**config.mk**
```make
export PLATFORM = sky130hd
export DESIGN_NAME = qenc_counter
export DESIGN_NICKNAME = d
export VERILOG_FILES = /design/src/rtl/qenc_pkg.sv /design/src/rtl/qenc_debounce.sv /design/src/rtl/qenc_decode.sv /design/src/rtl/qenc_core.sv /design/src/rtl/qenc_counter.sv
export SDC_FILE = /design/constraint.sdc
export NUM_CORES = 1
export LEC_CHECK = 0
export ABC_AREA = 1
export BUFFER_PORTS_ARGS = -buffer_cell sky130_fd_sc_hd__buf_2
export CORE_MARGIN = 1.5
export CORE_UTILIZATION = 45
export DETAILED_ROUTE_END_ITERATION = 7
export GPL_TIMING_DRIVEN = 0
export PLACE_DENSITY_LB_ADDON = 0.08
export SLEW_MARGIN = 20
export SYNTH_ARGS = -nofsm -noshare
export SYNTH_HDL_FRONTEND = slang
export SYNTH_SLANG_ARGS = --single-unit
```
**constraint.sdc**
```tcl
create_clock -name clk -period 13.15 [get_ports clk]
set_input_delay 0.6575 -clock clk [delete_from_list [all_inputs] [get_ports clk]]
set_output_delay 0.6575 -clock clk [all_outputs]
set_load 0.02 [all_outputs]
```
**src/rtl/qenc_pkg.sv**
```systemverilog
package qenc_pkg;

  typedef enum logic [1:0] {
    MODE_QUAD = 2'd0,
    MODE_DIR  = 2'd1,
    MODE_STEP = 2'd2,
    MODE_OFF  = 2'd3
  } qmode_e;

  localparam int ADDR_CTRL   = 0;
  localparam int ADDR_FILT   = 1;
  localparam int ADDR_UPPER  = 2;
  localparam int ADDR_LOWER  = 3;
  localparam int ADDR_COUNT  = 4;
  localparam int ADDR_STATUS = 5;
  localparam int ADDR_LEVELS = 6;

  localparam int FLG_W    = 5;
  localparam int FLG_UP   = 0;
  localparam int FLG_LO   = 1;
  localparam int FLG_ERR  = 2;
  localparam int FLG_MARK = 3;
  localparam int FLG_BTN  = 4;

  localparam int CTRL_W      = 5;
  localparam int CTRL_EN     = 0;
  localparam int CTRL_MODE_L = 1;
  localparam int CTRL_MK     = 3;
  localparam int CTRL_AZ     = 4;

endpackage

```
**src/rtl/qenc_debounce.sv**
```systemverilog
module qenc_debounce #(
  parameter int LEN_W = 5
) (
  input  logic             clk,
  input  logic             rst_n,
  input  logic [LEN_W-1:0] len,
  input  logic             raw,
  output logic             lvl
);

  localparam int RUN_W = LEN_W + 1;

  logic             sync1_q, sync2_q;
  logic             lvl_q, lvl_d;
  logic [LEN_W-1:0] run_q, run_d;
  logic [RUN_W-1:0] need;
  logic [RUN_W-1:0] run_next;

  always_comb begin
    need     = (len == '0) ? RUN_W'(1) : {1'b0, len};
    run_next = {1'b0, run_q} + RUN_W'(1);
    lvl_d    = lvl_q;
    run_d    = '0;
    if (sync2_q != lvl_q) begin
      if (run_next >= need) begin
        lvl_d = sync2_q;
        run_d = '0;
      end else begin
        run_d = run_next[LEN_W-1:0];
      end
    end
  end

  always_ff @(posedge clk or negedge rst_n) begin
    if (!rst_n) begin
      sync1_q <= 1'b0;
      sync2_q <= 1'b0;
      lvl_q   <= 1'b0;
      run_q   <= '0;
    end else begin
      sync1_q <= raw;
      sync2_q <= sync1_q;
      lvl_q   <= lvl_d;
      run_q   <= run_d;
    end
  end

  assign lvl = lvl_q;

  // the filtered level only moves to what the synchronizer held
  p_accept_synced_r2: assert property (@(posedge clk) disable iff (!rst_n)
    !$stable(lvl_q) |-> (lvl_q == $past(sync2_q)));

endmodule

```
**src/rtl/qenc_decode.sv**
```systemverilog
module qenc_decode
  import qenc_pkg::*;
(
  input  logic   clk,
  input  logic   rst_n,
  input  qmode_e mode,
  input  logic   a,
  input  logic   b,
  output logic   step_up,
  output logic   step_dn,
  output logic   step_err
);

  logic       a_prev_q, b_prev_q;
  logic [1:0] pos_now, pos_old, pos_diff;
  logic       a_rise, b_rise;

  always_comb begin
    pos_now  = {a, a ^ b};
    pos_old  = {a_prev_q, a_prev_q ^ b_prev_q};
    pos_diff = pos_now - pos_old;
    a_rise   = a & ~a_prev_q;
    b_rise   = b & ~b_prev_q;
    step_up  = 1'b0;
    step_dn  = 1'b0;
    step_err = 1'b0;
    unique case (mode)
      MODE_QUAD: begin
        step_up  = (pos_diff == 2'd1);
        step_dn  = (pos_diff == 2'd3);
        step_err = (pos_diff == 2'd2);
      end
      MODE_DIR: begin
        step_up = a_rise & ~b;
        step_dn = a_rise & b;
      end
      MODE_STEP: begin
        step_up = a_rise & ~b_rise;
        step_dn = b_rise & ~a_rise;
      end
      default: ;
    endcase
  end

  always_ff @(posedge clk or negedge rst_n) begin
    if (!rst_n) begin
      a_prev_q <= 1'b0;
      b_prev_q <= 1'b0;
    end else begin
      a_prev_q <= a;
      b_prev_q <= b;
    end
  end

  // a double transition in quadrature mode flags and never steps
  p_double_is_error_r4: assert property (@(posedge clk) disable iff (!rst_n)
    (mode == MODE_QUAD && a != a_prev_q && b != b_prev_q)
      |-> (step_err && !step_up && !step_dn));

  // at most one decode outcome per cycle
  p_single_outcome_r3: assert property (@(posedge clk) disable iff (!rst_n)
    $onehot0({step_up, step_dn, step_err}));

endmodule

```
**src/rtl/qenc_core.sv**
```systemverilog
module qenc_core
  import qenc_pkg::*;
#(
  parameter int CNT_W = 32
) (
  input  logic                    clk,
  input  logic                    rst_n,
  input  logic                    en,
  input  logic                    autozero,
  input  logic                    mk_en,
  input  logic                    step_up,
  input  logic                    step_dn,
  input  logic                    step_err,
  input  logic                    aux_lvl,
  input  logic signed [CNT_W-1:0] upper,
  input  logic signed [CNT_W-1:0] lower,
  input  logic                    cnt_we,
  input  logic signed [CNT_W-1:0] cnt_wdata,
  input  logic [FLG_W-1:0]        clr_mask,
  output logic signed [CNT_W-1:0] cnt,
  output logic [FLG_W-1:0]        flags,
  output logic                    evt
);

  localparam logic signed [CNT_W-1:0] ONE = CNT_W'(1);

  logic signed [CNT_W-1:0] cnt_q, cnt_d, cand;
  logic [FLG_W-1:0]        flg_q, flg_d;
  logic                    evt_q, evt_d;
  logic                    aux_prev_q;
  logic                    aux_rise, mk_fire, stepping, over, under;

  always_comb begin
    aux_rise = aux_lvl & ~aux_prev_q;
    mk_fire  = mk_en & aux_rise & ~cnt_we;
    stepping = en & (step_up | step_dn) & ~cnt_we & ~mk_fire;
    cand     = step_up ? (cnt_q + ONE) : (cnt_q - ONE);
    over     = (cand > upper);
    under    = (cand < lower);

    cnt_d = cnt_q;
    evt_d = 1'b0;
    flg_d = flg_q & ~clr_mask;

    if (cnt_we) begin
      cnt_d = cnt_wdata;
    end else if (mk_fire) begin
      cnt_d = '0;
    end else if (stepping) begin
      evt_d = 1'b1;
      cnt_d = ((over || under) && autozero) ? '0 : cand;
    end

    if (stepping && !autozero) begin
      if (over)  flg_d[FLG_UP] = 1'b1;
      if (under) flg_d[FLG_LO] = 1'b1;
    end
    if (en && step_err) flg_d[FLG_ERR] = 1'b1;
    if (aux_rise) begin
      if (mk_en) flg_d[FLG_MARK] = 1'b1;
      else       flg_d[FLG_BTN]  = 1'b1;
    end
  end

  always_ff @(posedge clk or negedge rst_n) begin
    if (!rst_n) begin
      cnt_q      <= '0;
      flg_q      <= '0;
      evt_q      <= 1'b0;
      aux_prev_q <= 1'b0;
    end else begin
      cnt_q      <= cnt_d;
      flg_q      <= flg_d;
      evt_q      <= evt_d;
      aux_prev_q <= aux_lvl;
    end
  end

  assign cnt   = cnt_q;
  assign flags = flg_q;
  assign evt   = evt_q;

  // each strobe matches a one-step move or an auto-zero
  p_evt_moves_count_r10: assert property (@(posedge clk) disable iff (!rst_n)
    evt_q |-> (cnt_q == $past(cnt_q) + ONE || cnt_q == $past(cnt_q) - ONE || cnt_q == '0));

  // set flags persist unless cleared by a write
  p_flags_sticky_r11: assert property (@(posedge clk) disable iff (!rst_n)
    1'b1 |=> ((($past(flg_q) & ~$past(clr_mask)) & ~flg_q) == '0));

  // a marker edge leaves the count at zero
  p_marker_zeroes_r7: assert property (@(posedge clk) disable iff (!rst_n)
    mk_fire |=> (cnt_q == '0));

  // no strobe while disabled
  p_disabled_quiet_r12: assert property (@(posedge clk) disable iff (!rst_n)
    !en |=> !evt_q);

endmodule

```
**src/rtl/qenc_counter.sv**
```systemverilog
module qenc_counter
  import qenc_pkg::*;
#(
  parameter int CNT_W  = 32,
  parameter int LEN_W  = 5,
  parameter int ADDR_W = 3
) (
  input  logic              clk,
  input  logic              rst_n,
  input  logic              in_a,
  input  logic              in_b,
  input  logic              in_aux,
  input  logic              reg_we,
  input  logic [ADDR_W-1:0] reg_addr,
  input  logic [CNT_W-1:0]  reg_wdata,
  output logic [CNT_W-1:0]  reg_rdata,
  output logic              irq,
  output logic              count_evt
);

  localparam int NUM_IN = 3;
  localparam logic [CNT_W-1:0] UPPER_RST = {1'b0, {(CNT_W-1){1'b1}}};
  localparam logic [CNT_W-1:0] LOWER_RST = {1'b1, {(CNT_W-1){1'b0}}};

  logic [CTRL_W-1:0] ctrl_q, ctrl_d;
  logic [LEN_W-1:0]  len_q, len_d;
  logic [CNT_W-1:0]  upper_q, upper_d, lower_q, lower_d;
  logic [NUM_IN-1:0] raw, lvl;
  logic              wr_ctrl, wr_len, wr_upper, wr_lower, wr_cnt, wr_stat;
  logic [FLG_W-1:0]  clr_mask, flags;
  logic              step_up, step_dn, step_err;
  logic signed [CNT_W-1:0] cnt;
  qmode_e            mode;

  assign raw = {in_aux, in_b, in_a};

  for (genvar gi = 0; gi < NUM_IN; gi++) begin : g_filt
    qenc_debounce #(.LEN_W(LEN_W)) u_filt (
      .clk   (clk),
      .rst_n (rst_n),
      .len   (len_q),
      .raw   (raw[gi]),
      .lvl   (lvl[gi])
    );
  end

  always_comb begin
    wr_ctrl  = reg_we && (reg_addr == ADDR_W'(ADDR_CTRL));
    wr_len   = reg_we && (reg_addr == ADDR_W'(ADDR_FILT));
    wr_upper = reg_we && (reg_addr == ADDR_W'(ADDR_UPPER));
    wr_lower = reg_we && (reg_addr == ADDR_W'(ADDR_LOWER));
    wr_cnt   = reg_we && (reg_addr == ADDR_W'(ADDR_COUNT));
    wr_stat  = reg_we && (reg_addr == ADDR_W'(ADDR_STATUS));
    ctrl_d   = wr_ctrl  ? reg_wdata[CTRL_W-1:0] : ctrl_q;
    len_d    = wr_len   ? reg_wdata[LEN_W-1:0]  : len_q;
    upper_d  = wr_upper ? reg_wdata : upper_q;
    lower_d  = wr_lower ? reg_wdata : lower_q;
    clr_mask = wr_stat  ? reg_wdata[FLG_W-1:0]  : '0;
    mode     = qmode_e'(ctrl_q[CTRL_MODE_L +: 2]);
  end

  always_ff @(posedge clk or negedge rst_n) begin
    if (!rst_n) begin
      ctrl_q  <= '0;
      len_q   <= '0;
      upper_q <= UPPER_RST;
      lower_q <= LOWER_RST;
    end else begin
      ctrl_q  <= ctrl_d;
      len_q   <= len_d;
      upper_q <= upper_d;
      lower_q <= lower_d;
    end
  end

  qenc_decode u_dec (
    .clk      (clk),
    .rst_n    (rst_n),
    .mode     (mode),
    .a        (lvl[0]),
    .b        (lvl[1]),
    .step_up  (step_up),
    .step_dn  (step_dn),
    .step_err (step_err)
  );

  qenc_core #(.CNT_W(CNT_W)) u_core (
    .clk       (clk),
    .rst_n     (rst_n),
    .en        (ctrl_q[CTRL_EN]),
    .autozero  (ctrl_q[CTRL_AZ]),
    .mk_en     (ctrl_q[CTRL_MK]),
    .step_up   (step_up),
    .step_dn   (step_dn),
    .step_err  (step_err),
    .aux_lvl   (lvl[2]),
    .upper     ($signed(upper_q)),
    .lower     ($signed(lower_q)),
    .cnt_we    (wr_cnt),
    .cnt_wdata ($signed(reg_wdata)),
    .clr_mask  (clr_mask),
    .cnt       (cnt),
    .flags     (flags),
    .evt       (count_evt)
  );

  always_comb begin
    reg_rdata = '0;
    case (reg_addr)
      ADDR_W'(ADDR_CTRL):   reg_rdata[CTRL_W-1:0] = ctrl_q;
      ADDR_W'(ADDR_FILT):   reg_rdata[LEN_W-1:0]  = len_q;
      ADDR_W'(ADDR_UPPER):  reg_rdata = upper_q;
      ADDR_W'(ADDR_LOWER):  reg_rdata = lower_q;
      ADDR_W'(ADDR_COUNT):  reg_rdata = cnt;
      ADDR_W'(ADDR_STATUS): reg_rdata[FLG_W-1:0]  = flags;
      ADDR_W'(ADDR_LEVELS): reg_rdata[NUM_IN-1:0] = lvl;
      default: ;
    endcase
  end

  assign irq = |flags;

  // interrupt follows the flag set
  p_irq_tracks_r11: assert property (@(posedge clk) disable iff (!rst_n)
    $rose(irq) |-> ($countones(flags) != 0));

endmodule

```
; Word level (Yosys, flattened, before mapping)
; Cells that the tools add are included.
[totals]
reg_bits = 139
input_bits = 41
out_inout_bits = 34
wordCells = 120
[op_classes]
add_sub_neg = 6
n_lt_le_gt_ge = 5
eq_ne = 14
muxes = 29
bitwise = 25
n_reduce_logical = 19
[op_table]
columns = cell, count
row1 = two-way mux 32 bit, 5
row2 = case mux 27 bit (3 select lines), 1
row3 = two-way mux 5 bit, 8
row4 = adder 32 x 2 -> 32 bit (second input constant), 1
row5 = > comparator 32 bit, 1
row6 = less-than comparator 32 bit, 1
row7 = subtractor 32 x 2 -> 32 bit (second input constant), 1
row8 = case mux 3 bit (7 select lines), 1
row9 = adder 5 x 1 -> 6 bit (second input constant), 3
row10 = greater-or-equal comparator 6 bit, 3
row11 = bitwise AND 1 bit, 12
row12 = case mux 2 bit (6 select lines), 1
row13 = equality test 3 bit (second input constant), 3
row14 = logical AND 1 bit, 9
row15 = two-way mux 1 bit, 9
row16 = NOT 1 bit, 8
row17 = equality test 2 bit (second input constant), 3
row18 = equality test 3 x 2 -> 1 bit (second input constant), 2
row19 = case mux 1 bit (3 select lines), 2
row20 = AND reduction 2 bit, 3
row21 = bitwise AND 5 bit, 1
row22 = zero test 5 bit, 1
row23 = NOT 5 bit, 1
row24 = OR reduction 5 bit, 1
row25 = other kinds (12), 17

; Depth between registers and ports, before layout
[logic_depth]
depth_word = 13
depth_mapped = 35
ltp_nobuf = 34

; By module
; Synthesis repeated with hierarchy kept, for this count alone.
[unflattened]
hier_cells = 1615
area_unflattened_um2 = 11193.2
[modules_own_cells]
columns = module, instances, cells_per_inst, area_each_um2
row1 = qenc_core, 1, 894, 5631.7
row2 = qenc_counter, 1, 517, 3857.4
row3 = qenc_debounce, 3, 55, 480.5
row4 = qenc_decode, 1, 39, 262.8

; Worst setup path before layout
; OpenSTA, ideal clock, no wires.
[synth_timing]
path_kind = register to register
startpoint = register g_filt[1].u_filt.lvl_q
endpoint = register u_core.cnt_q[0], in the netlist u_core.cnt[0]
t_arrival_ns = 4.591
required_ns = 13.073
slack_ns = 8.481
path_stages_with_launch = 35
n_path_buf = 2
period_less_slack_ns = 4.669
cell_sequence = dfrtp_1 > clkbuf_2 > xnor2_1 > ha_1 > inv_1 > nand2_1 > o21ai_0 > nand2_1 > ha_1 > a21oi_1 > nand2_1 > nand2_1 > nand2_1 > nand3_1 > nand2_1 > a21oi_1 > xor2_1 > inv_1 > ha_1 > nand2_1 > inv_1 > nand2_1 > nand2_1 > nand2_1 > nand3_1 > a21oi_1 > nand2_1 > nand2_1 > nand2_1 > nand2_1 > nand2_2 > nand2_4 > buf_6 > nand2_1 > a21oi_1
[synth_between]
elab_chain_cells = 12
word_cells_on_any_way = 27
[synth_rtl]
columns = item, line_no
row1 = "start, declared", qenc_debounce.sv:14  ; logic lvl_q, lvl_d;
row2 = "start signal, assigned", qenc_debounce.sv:43  ; lvl_q <= lvl_d;
row3 = XOR 1 bit / bitwise AND 1 bit (equally long branches), "qenc_decode.sv:19, qenc_decode.sv:23"
row4 = subtractor 2 bit / NOT 1 bit (equally long branches), "qenc_decode.sv:21, qenc_decode.sv:38"
row5 = equality test 2 x 1 -> 1 bit / bitwise AND 1 bit (equally long branches), "qenc_decode.sv:29, qenc_decode.sv:38"
row6 = case mux 1 bit (3 select lines), qenc_decode.sv:27  ; unique case (mode)
row7 = two-way mux 32 bit, qenc_core.sv:37  ; cand = step_up ? (cnt_q + ONE) : (cnt_q - ONE);
row8 = > comparator 32 bit / less-than comparator 32 bit (equally long branches), "qenc_core.sv:38, qenc_core.sv:39"
row9 = logical OR 1 bit, qenc_core.sv:51  ; cnt_d = ((over || under) && autozero) ? '0 : cand;
row10 = logical AND 1 bit, qenc_core.sv:51
row11 = two-way mux 32 bit, qenc_core.sv:51
row12 = two-way mux 32 bit, qenc_core.sv:49  ; end else if (stepping) begin
row13 = two-way mux 32 bit, qenc_core.sv:47  ; end else if (mk_fire) begin
row14 = two-way mux 32 bit, qenc_core.sv:45  ; if (cnt_we) begin
row15 = "end signal, assigned", qenc_core.sv:72  ; cnt_q <= cnt_d;
row16 = "end, declared", qenc_core.sv:27  ; logic signed [CNT_W-1:0] cnt_q, cnt_d, cand;
; Several ways; a longest one is shown, not always the timed one. The select of a mux whose other input is x is not followed.
; A chain may end at the register's enable or synchronous reset.

; Worst setup path after layout
[layout_timing]
startpoint = register g_filt[1].u_filt.lvl_q
endpoint = register u_core.cnt_q[18], in the netlist u_core.cnt[18]
; The elaborated chain is that of the path after synthesis.

==> flow_summary.toml <==
[global_route]
grt_first_pass_wirelength_um = 51000
grt_max_degree = 89
gr-total-overflow = 0
grt_pass1_vias = 9552
antenna_found_initial = 0
grt_usage = 0.273

[logic_synthesis]
async_flop_share = 1.00
synth_area_um2 = 10400
synthFlopType = "dfrtp_1"
synth_seq_area_share = 0.337
yosys-top-cells-area = "dfrtp_1 26%, ha_1 14%, nand2_1 12%, inv_1 8.3%, dfstp_2 8.1%"
avgSynthCellArea_um2 = 7.28
syn_nets = 1592
synth_edf_count = 0
synthMuxAreaShare = 0.00108
synth.top_cell.area_share = 0.257
synth-xor-area-share = 0.0285
synth_warnings = 0
yosysUniqueCellTypes = 45
yosys.area_share.simple = 0.220
synth.ff_latch_count = 139
synth_top_family_by_area = "simple AND/OR/NAND/NOR gates"
synth_fa_ha_area_frac = 0.142
synth_compound_area_frac = 0.171
synth_top_cell_by_area = "dfrtp_1"
synthCells = 1433

[clock_tree]
clk_latency_ps = 440
postCtsSetupBuffers = 0
htreeDepth = 4
clk_pin_slew_ps = 70
hold_buffers = 0
root_buffer = "clkbuf_16"
cts.sinks = 139
cts_inserted_buffers = 17
cts_resized = 0
clockBufferDepth = 2
cts_tree = "yes"

[cells_and_area]
drive_above_1_share = 0.106
antenna_cells = 0
nets = 1685
area_delta_synth_final_pct = 13.0

[worst_hold_path]
hold_path.class = "primary input to asynchronous set/reset pin"

[detailed_routing]
dr.pass1.iters = 6
postRouteAntennaNets = 0
drc = 0
viasPerCell = 5.30
wl_per_cell_um = 17.3
routed-via-count = 9675
wl_um = 31500
drt_iter0_markers = 631

[sta]
slew_viol_final = 0
grt_setup_unrepaired = "false"
setup_viol = 0
fmax_ghz = 0.171
fin_skew_ps = 9.25
fin_tns_setup_ps = 0
whs_ps = 108
hold_violations = 0
period_share = 0.444
fin_crit_ps = 5830
worstMarginPinSlew_ps = 941
relSlewSlack = 0.373

[setup_path]
cp_max_fo = 32
path_class = "flip-flop to flip-flop"
critPathLaunchType = "flip-flop"
cp_data_arrival_time_ps = 6200
critPathRequiredTime_ps = 13510
slowest_delay_ps = 580
endpoint_kind = "flip-flop"
path_common_cell = "nand2_1"
slowest_stage = "ha_1"

[die]
rows = 55
start_util = 0.460
fp.dieH_um = 155
dieArea_um2 = 24100
coreArea_um2 = 22700
io_pins = 75
die_w_um = 155

[place]
hpwl_um = 24200
port_buffers = 73
gp_congestion = 0.955

[job]
cap_violations = 0

[status]
outcome = "completed"
## final cells by class
cell class	count	area [um^2]
Inverter	234	878
Sequential cell	139	3520
Fill cell	2324	10900
Buffer	37	166
Multi-Input combinational cell	1023	5880
Timing Repair Buffer	74	403
Clock buffer	18	439
Tap cell	285	357
Clock inverter	14	160
## critical path, delay by kind of cell (launching register included)
kind,cells,cell delay [ps]
buffers and inverters,6,650
and+or+nand+nor,15,1850
AOI/OAI and AO/OA,6,1510
xor gates and xnor gates,1,160
adders and majority gates,3,1190
DFF,1,380
## through the flow
step / setup WS (ps) / std cells / util / cell area (um^2)
finish: 7320 / 1824 / 0.520 / 11800
floorplan: 8480 / 1433 / - / 10400
global placement: 6920 / 1791 / 0.491 / 11200
global route: 6730 / 1824 / 0.520 / 11800
detailed placement: 7340 / 1792 / 0.493 / 11200
CTS: 7310 / 1824 / 0.520 / 11800
## worst paths after layout
check	slack, ps	depth (start not counted)	from	end
max	7320	31	g_filt[1].u_filt.lvl	u_core.cnt[18]
min	110	1	rst_n	g_filt[1].u_filt.run_q[0]
max reg2reg	7320	31	g_filt[1].u_filt.lvl	u_core.cnt[18]
min reg2reg	350	0	g_filt[2].u_filt.sync1_q	g_filt[2].u_filt.sync2_q
max in group asynchronous	12230	2	rst_n	upper_q[21]
min in group clk	330	1	in_aux	g_filt[2].u_filt.sync1_q
## state kept, by name, indices dropped and copies added (netlist names), 3 cells and up
name and cells:
u_core.flags 5, ctrl_q 5, g_filt.u_filt.run_q 15, g_filt.u_filt.sync1_q 3, upper_q 32, len_q 5, u_core.cnt 32, g_filt.u_filt.sync2_q 3
lower_q 32, g_filt.u_filt.lvl 3
## layout by cell type, fill, tap and decap left out, types with 5 or more instances in the layout
master       n
xnor2_1      6
nand4_1     12
o21bai_1     8
o21ai_0    100
nand3_1     33
o221ai_1    29
o21ai_1      9
clkbuf_1    27
nand2_2      5
nand2_1    340
dfstp_2     32
inv_1      230
buf_2       75
xor2_1      28
nor3_1      14
nand3b_1     8
nor2_1     136
a21oi_1    125
clkbuf_16   17
o21a_1      10
ha_1       117
dfrtp_1    107
## kinds of logic (layout without fill, tap and decap cells)
kind of cell	after synthesis	count (layout)
AO/OA/AOI/OAI	309	309
buffers and inverters	271	377
XOR/XNOR	34	34
multiplexers	1	1
AND/OR/NAND/NOR	561	561
adder cells (fa/ha/maj)	118	118
flip-flops	139	139
## synthesized netlist by cell type (10+ instances only)
library cell and n:
clkbuf_1 27, nor2_1 136, a21oi_1 125, inv_1 230, nor3_1 14, nand4_1 12
o21a_1 10, o21ai_0 100, dfrtp_1 107, dfstp_2 32, ha_1 117, o221ai_1 29
nand2_1 341, nand3_1 33, xor2_1 28
## metal layers
| metal | wire length (um) | track usage | up-vias |
|---|---|---|---|
| met5 | 0 | 0 | - |
| met4 | 865 | 0.0912 | 0 |
| met3 | 1300 | 0.0345 | 53 |
| met2 | 14200 | 0.440 | 236 |
| met1 | 15200 | 0.380 | 4512 |
| li1 | - | - | 4874 |
Power is left out: the tool's default activity adds up to more than one toggle a clock period on the data nets, which glitch-free logic cannot reach.
